==> src/rtl/virq_pkg.sv <==
package virq_pkg;
    parameter int ID_W   = 10;
    parameter int PRIO_W = 5;
    localparam int NPRIO = 1 << PRIO_W;
    localparam logic [ID_W-1:0] SPUR_ID = '1;

    typedef struct packed {
        logic [ID_W-1:0]   id;
        logic [PRIO_W-1:0] prio;
        logic              grp;
        logic              pend;
        logic              act;
        logic              hw;
        logic [ID_W-1:0]   pid;
    } lr_t;

    // bit 2 selects the group for the per-group registers
    typedef enum logic [2:0] {
        SEL_ACK0 = 3'b000,
        SEL_EOI0 = 3'b001,
        SEL_HPP0 = 3'b010,
        SEL_DIR  = 3'b011,
        SEL_ACK1 = 3'b100,
        SEL_EOI1 = 3'b101,
        SEL_HPP1 = 3'b110,
        SEL_RSVD = 3'b111
    } sel_e;

    typedef enum logic [2:0] {
        ST_IDLE, ST_ACK, ST_EOI, ST_HPP, ST_DIR
    } st_e;
endpackage

==> src/rtl/virq_pick.sv <==
module virq_pick
    import virq_pkg::*;
#(
    parameter int N = 4,
    localparam int IW = (N > 1) ? $clog2(N) : 1
) (
    input  lr_t [N-1:0]       ents,
    input  logic              grp,
    output logic              found,
    output logic [IW-1:0]     idx,
    output logic [PRIO_W-1:0] prio
);
    // lowest priority value wins, strict compare keeps the lowest index on ties
    always_comb begin
        found = 1'b0;
        idx   = '0;
        prio  = '1;
        for (int i = 0; i < N; i++) begin
            if (ents[i].pend && (ents[i].grp == grp) &&
                (!found || (ents[i].prio < prio))) begin
                found = 1'b1;
                idx   = IW'(i);
                prio  = ents[i].prio;
            end
        end
    end
endmodule

==> src/rtl/virq_stack.sv <==
module virq_stack
    import virq_pkg::*;
#(
    parameter int N = 4,
    localparam int IW = (N > 1) ? $clog2(N) : 1,
    localparam int CW = $clog2(N + 1),
    localparam int DEPTH = 1 << CW
) (
    input  logic              clk,
    input  logic              rst_n,
    input  logic              push,
    input  logic [IW-1:0]     push_idx,
    input  logic [PRIO_W-1:0] push_prio,
    input  logic              push_grp,
    input  logic              pop,
    output logic              empty,
    output logic [IW-1:0]     top_idx,
    output logic [PRIO_W-1:0] top_prio,
    output logic              top_grp
);
    logic [IW-1:0]     idx_m  [DEPTH];
    logic [PRIO_W-1:0] prio_m [DEPTH];
    logic              grp_m  [DEPTH];
    logic [CW-1:0]     cnt;
    logic [CW-1:0]     top_p;

    assign empty    = (cnt == '0);
    assign top_p    = empty ? '0 : cnt - 1'b1;
    assign top_idx  = idx_m[top_p];
    assign top_prio = prio_m[top_p];
    assign top_grp  = grp_m[top_p];

    always_ff @(posedge clk or negedge rst_n) begin
        if (!rst_n) begin
            cnt <= '0;
            for (int i = 0; i < DEPTH; i++) begin
                idx_m[i]  <= '0;
                prio_m[i] <= '0;
                grp_m[i]  <= 1'b0;
            end
        end else if (push && (cnt < CW'(N))) begin
            idx_m[cnt]  <= push_idx;
            prio_m[cnt] <= push_prio;
            grp_m[cnt]  <= push_grp;
            cnt         <= cnt + 1'b1;
        end else if (pop && !empty) begin
            cnt <= cnt - 1'b1;
        end
    end
endmodule

==> src/rtl/virq_cpu_if.sv <==
module virq_cpu_if
    import virq_pkg::*;
#(
    parameter int NUM_ENT = 4,
    localparam int IW = (NUM_ENT > 1) ? $clog2(NUM_ENT) : 1,
    localparam int HW = PRIO_W + 1
) (
    input  logic              clk,
    input  logic              rst_n,
    input  logic              eoi_mode,
    input  logic              lr_we,
    input  logic [IW-1:0]     lr_idx,
    input  logic [ID_W-1:0]   lr_id,
    input  logic [PRIO_W-1:0] lr_prio,
    input  logic              lr_grp,
    input  logic              lr_pend,
    input  logic              lr_act,
    input  logic              lr_hw,
    input  logic [ID_W-1:0]   lr_pid,
    input  logic              req_valid,
    output logic              req_ready,
    input  logic [2:0]        req_sel,
    input  logic [ID_W-1:0]   req_wdata,
    output logic              rsp_valid,
    output logic [ID_W-1:0]   rsp_data,
    output logic              pdeact_valid,
    output logic [ID_W-1:0]   pdeact_id,
    output logic              eoi_err,
    output logic [NPRIO-1:0]  act_prio
);
    st_e               state_q, state_d;
    logic              grp_q;
    logic [ID_W-1:0]   wdata_q;
    lr_t [NUM_ENT-1:0] ents;

    logic [1:0]        pk_found;
    logic [IW-1:0]     pk_idx  [2];
    logic [PRIO_W-1:0] pk_prio [2];

    for (genvar g = 0; g < 2; g++) begin : g_pick
        virq_pick #(.N(NUM_ENT)) u_pick (
            .ents  (ents),
            .grp   (g[0]),
            .found (pk_found[g]),
            .idx   (pk_idx[g]),
            .prio  (pk_prio[g])
        );
    end

    // lowest set index of the active vector; NPRIO when none is set
    logic [HW-1:0] hi_act;
    always_comb begin
        hi_act = HW'(NPRIO);
        for (int i = NPRIO - 1; i >= 0; i--)
            if (act_prio[i]) hi_act = HW'(i);
    end

    logic ack_ok, eoi_ok, dir_hit;
    logic [IW-1:0] dir_idx;
    logic st_empty, st_grp;
    logic [IW-1:0] st_idx;
    logic [PRIO_W-1:0] st_prio;

    assign ack_ok = pk_found[grp_q]
                 && !(pk_found[!grp_q] && (pk_prio[!grp_q] < pk_prio[grp_q]))
                 && ({1'b0, pk_prio[grp_q]} < hi_act);
    assign eoi_ok = !st_empty && (st_grp == grp_q)
                 && (ents[st_idx].id == wdata_q) && act_prio[st_prio];

    always_comb begin
        dir_hit = 1'b0;
        dir_idx = '0;
        for (int i = 0; i < NUM_ENT; i++) begin
            if (!dir_hit && ents[i].act && (ents[i].id == wdata_q)) begin
                dir_hit = 1'b1;
                dir_idx = IW'(i);
            end
        end
    end

    virq_stack #(.N(NUM_ENT)) u_stack (
        .clk       (clk),
        .rst_n     (rst_n),
        .push      ((state_q == ST_ACK) && ack_ok),
        .push_idx  (pk_idx[grp_q]),
        .push_prio (pk_prio[grp_q]),
        .push_grp  (grp_q),
        .pop       ((state_q == ST_EOI) && eoi_ok),
        .empty     (st_empty),
        .top_idx   (st_idx),
        .top_prio  (st_prio),
        .top_grp   (st_grp)
    );

    assign req_ready = (state_q == ST_IDLE);

    // state register
    always_ff @(posedge clk or negedge rst_n) begin
        if (!rst_n) state_q <= ST_IDLE;
        else        state_q <= state_d;
    end

    // next-state decode
    always_comb begin
        state_d = ST_IDLE;
        unique case (state_q)
            ST_IDLE: begin
                if (req_valid) begin
                    unique case (sel_e'(req_sel))
                        SEL_ACK0, SEL_ACK1: state_d = ST_ACK;
                        SEL_EOI0, SEL_EOI1: state_d = ST_EOI;
                        SEL_HPP0, SEL_HPP1: state_d = ST_HPP;
                        SEL_DIR:            state_d = ST_DIR;
                        default:            state_d = ST_IDLE;
                    endcase
                end
            end
            ST_ACK, ST_EOI, ST_HPP, ST_DIR: state_d = ST_IDLE;
            default: state_d = ST_IDLE;
        endcase
    end

    // outputs and list state
    always_ff @(posedge clk or negedge rst_n) begin
        if (!rst_n) begin
            ents         <= '0;
            act_prio     <= '0;
            grp_q        <= 1'b0;
            wdata_q      <= '0;
            rsp_valid    <= 1'b0;
            rsp_data     <= '0;
            pdeact_valid <= 1'b0;
            pdeact_id    <= '0;
            eoi_err      <= 1'b0;
        end else begin
            rsp_valid    <= 1'b0;
            pdeact_valid <= 1'b0;
            eoi_err      <= 1'b0;
            if ((state_q == ST_IDLE) && req_valid) begin
                grp_q   <= req_sel[2];
                wdata_q <= req_wdata;
            end
            if (lr_we) begin
                ents[lr_idx] <= '{id: lr_id, prio: lr_prio, grp: lr_grp,
                                  pend: lr_pend, act: lr_act, hw: lr_hw,
                                  pid: lr_pid};
            end
            unique case (state_q)
                ST_ACK: begin
                    rsp_valid <= 1'b1;
                    if (ack_ok) begin
                        rsp_data                   <= ents[pk_idx[grp_q]].id;
                        ents[pk_idx[grp_q]].pend   <= 1'b0;
                        ents[pk_idx[grp_q]].act    <= 1'b1;
                        act_prio[pk_prio[grp_q]]   <= 1'b1;
                    end else begin
                        rsp_data <= SPUR_ID;
                    end
                end
                ST_HPP: begin
                    rsp_valid <= 1'b1;
                    rsp_data  <= pk_found[grp_q] ? ents[pk_idx[grp_q]].id : SPUR_ID;
                end
                ST_EOI: begin
                    if (eoi_ok) begin
                        act_prio[st_prio] <= 1'b0;
                        if (!eoi_mode) begin
                            ents[st_idx].act <= 1'b0;
                            if (ents[st_idx].hw) begin
                                pdeact_valid <= 1'b1;
                                pdeact_id    <= ents[st_idx].pid;
                            end
                        end
                    end else begin
                        eoi_err <= 1'b1;
                    end
                end
                ST_DIR: begin
                    if (eoi_mode && dir_hit) begin
                        ents[dir_idx].act <= 1'b0;
                        if (ents[dir_idx].hw) begin
                            pdeact_valid <= 1'b1;
                            pdeact_id    <= ents[dir_idx].pid;
                        end
                    end
                end
                default: ;
            endcase
        end
    end
endmodule

==> config.mk <==
export PLATFORM = sky130hd
export DESIGN_NAME = virq_cpu_if
export DESIGN_NICKNAME = d
export VERILOG_FILES = /design/src/rtl/virq_pkg.sv /design/src/rtl/virq_pick.sv /design/src/rtl/virq_stack.sv /design/src/rtl/virq_cpu_if.sv
export SDC_FILE = /design/constraint.sdc
export NUM_CORES = 1
export LEC_CHECK = 0
export ABC_AREA = 1
export BUFFER_PORTS_ARGS = -buffer_cell sky130_fd_sc_hd__buf_2
export CELL_PAD_IN_SITES_DETAIL_PLACEMENT = 1
export CELL_PAD_IN_SITES_GLOBAL_PLACEMENT = 1
export CORE_ASPECT_RATIO = 0.6
export CORE_UTILIZATION = 48
export DETAILED_ROUTE_END_ITERATION = 10
export GPL_TIMING_DRIVEN = 0
export PLACE_DENSITY_LB_ADDON = 0.25
export RECOVER_POWER = 100
export SLEW_MARGIN = 20
export SYNTH_ARGS = -nofsm -noshare
export SYNTH_HDL_FRONTEND = slang
export SYNTH_SLANG_ARGS = --single-unit
==> constraint.sdc <==
create_clock -name clk -period 16.7 [get_ports clk]
set_clock_uncertainty 0.1 [all_clocks]
set_input_delay 5.01 -clock clk [delete_from_list [all_inputs] [get_ports clk]]
set_output_delay 5.01 -clock clk [all_outputs]
set_load 0.01 [all_outputs]
==> metrics.cfg <==
[status]
status = finished, violations left
violations = max-capacitance violations, max-slew violations

[worst_setup_path]
cp_max_fo = 10
cp.required_ps = 17010
arrival_ps = 10040
reg2regPathDepth = 44
endpoint_kind = register
start_kind = register
cp_slowest_cell = o21ai_0
cp_common_cell = nand2_1
cpPeakStageDelay_ps = 1100
worstSetupPathType = register to register

[routing]
drc = 0
dr.pass1.iters = 7
vias = 15950
drt_iter0_drc = 1768
ant_nets = 0
wire_per_inst_microns = 23.1
drt_wl_total_microns = 60900
vias_per_cell = 6.04

[yosys]
synth_compound_area_share_pct = 19.2
synth.distinct_cells = 54
synthMuxAreaShare_pct = 0
synth_common_cells = nand2_1 (550), inv_1 (266), dfrtp_1 (252), o21ai_0 (238), nor2_1 (149)
synth_xor_xnor_area_share_pct = 0.699
synth_cells = 2078
synth_top_family_by_area = simple AND/OR/NAND/NOR gates
yosys-top-cells-area = dfrtp_1 (42%), nand2_1 (14%), o21ai_0 (7.9%), inv_1 (6.6%), nor2_1 (3.7%)
yosysWarningCount = 0
synth_area_leader_cell = dfrtp_1
synthArstFlopShare_pct = 100
synth_edf_count = 0
syn_area_sq_um = 15000
synthAdderAreaFrac_pct = 2.50
ys_seq_area_share_pct = 42.0
yosys.area_share.simple_pct = 25.3
synth.top_cell.area_share_pct = 42.0
synth_seq_cells = 252
synth_nets = 2157
avgSynthCellArea_sq_um = 7.23
post-synth-top-count-cell = nand2_1
synth-main-ff-cell = dfrtp_1

[min_path]
hold_path_class = register to register
hold_depth = 1

[layout]
nets = 2291
finalNonFillerCells = 2641
area_growth_pct = 12.7
drive_gt1_share_pct = 7.62
fillers = 4048

[die]
io_pins = 105
chipHeight_microns = 139
start_util_pct = 49.5
core_sq_um = 30300
die_area_sq_um = 32000
die-width_microns = 230
rows = 49

[global_routing]
track_usage_pct = 38.4
antenna_found_initial = 1
grt_overflow_total = 0
grt_max_degree = 91
grt_pass1_wl_microns = 95100
grt_pass1_vias = 16203

[clock_network]
cts_num_sinks = 252
cts_resized = 0
clkTransAtPathRegs_ps = 70
cts_setup_buffers = 0
clockBufferDepth = 3
cts_buffers = 26
insertion_delay_ps = 570
h-tree-depth = 1
cts_tree = built
root_buffer = clkbuf_16
cts_hold_repair.buffers = 0

[power]
power_density_nw_per_um2 = 222
p_leak_nw = 8.44
ir_worst_vdd_uv = 146

[timing]
setup_viol = 0
finalSetupTns_ps = 0
fmax_mhz = 103
slew_headroom_pct = -208
finalWorstPathRequiredPeriod_ps = 9730
maxSlewViolCount = 78
timing.final.ws_setup_ps = 6970
rsz0062_at_grt = false
post-route-period-util_pct = 58.3
final_hold_viol_count = 0
worst_pin_slew_ps = 4610

[placement]
dpl.hpwl_microns = 45400
dp_slack_ps = 9420
placed_cells = 2592
portBuffers = 104
gp_congestion = 1.01

[run]
maxCapViolations = 1

## power breakdown
part           total, mW  internal, mW  switching [mW]  leakage, nW
logic               2.18         0.602            1.58         4.74
clock network      0.705         0.421           0.284        0.474
registers          0.868         0.737           0.131         3.22
total               3.76          1.76            2.00         8.44
## per-stage QoR
step | instance area [sq um] | power (mW) | hold slack, ps | utilization, %
2_1_floorplan | 15000 | 2.22 | 322 | -
3_3_place_gp | 16100 | 2.88 | 333 | 52.9
3_5_place_dp | 16100 | 2.97 | 345 | 53.1
4_1_cts | 17100 | 3.70 | 362 | 56.4
5_1_grt | 16900 | 3.98 | 378 | 55.8
6_report | 16900 | 3.76 | 357 | 55.8
## cells in the final DEF, fill, tap and decap left out, drive strengths merged, types with 6 or more instances in the layout
master / count
nand2: 573
o21ai: 288
inv: 278
dfrtp: 252
clkbuf: 179
nor2: 159
nand3: 108
buf: 65
o22ai: 53
a21oi: 52
ha: 30
nor3: 29
o221ai: 21
a31oi: 18
nand4: 14
o31ai: 13
clkinv: 11
a221oi: 10
nor4: 9
xor2: 9
o2111ai: 9
or2: 8
bufinv: 8
clkinvlp: 6
## flip-flops by register name, indices dropped and copies added, names as in the netlist, 3 cells and up
signal          flops
u_stack.idx_m      16
act_prio           32
state_q             3
rsp_data           10
u_stack.cnt         3
u_stack.prio_m     40
wdata_q            10
ents              116
pdeact_id          10
u_stack.grp_m       8
## worst max-delay path: cells and delay by family, from the launching register on
kind,cells,cell delay (ps)
flops,1,450
compound gates,11,3100
fa+ha+maj,4,1270
buf+inv,5,1360
simple gates,24,3260
## cells by family after synthesis
kind of cell             Yosys count
AO/OA/AOI/OAI                    488
flip-flops                       252
buffers and inverters            393
XOR/XNOR                          12
adder cells (fa/ha/maj)           30
AND/OR/NAND/NOR                  903
## cell type report
class	instances	area [sq um]	area share, %
Multi-Input combinational cell	1433	7100	41.9
Sequential cell	252	6310	37.2
Inverter	283	1060	6.27
Clock buffer	28	679	4.01
Tap cell	408	510	3.01
Timing Repair Buffer	106	502	2.96
Buffer	110	453	2.67
Clock inverter	20	325	1.92
Antenna cell	1	2.50	0.0148
## final timing paths
path	end	slack, ps	startpoint
max in group asynchronous	ents[3]	7880	rst_n
max	act_prio[7]	6970	ents[13]
max reg2reg	act_prio[7]	6970	ents[13]
min reg2reg	u_stack.prio_m[14]	360	u_stack.prio_m[14]
min in group asynchronous	ents[67]	6010	rst_n
min	u_stack.prio_m[14]	360	u_stack.prio_m[14]
## per-layer routing
layer | global-route usage, % | share of wire (%) | wire, microns | vias to the layer above
met5 | 0 | 0 | 0 | -
met4 | 8.09 | 2.0 | 1250 | 0
met3 | 10.7 | 11 | 6680 | 106
met2 | 55.0 | 41 | 25000 | 799
li1 | - | - | - | 7086
met1 | 57.5 | 46 | 27900 | 7959
Note: power is estimated with default switching activity, not from simulation.
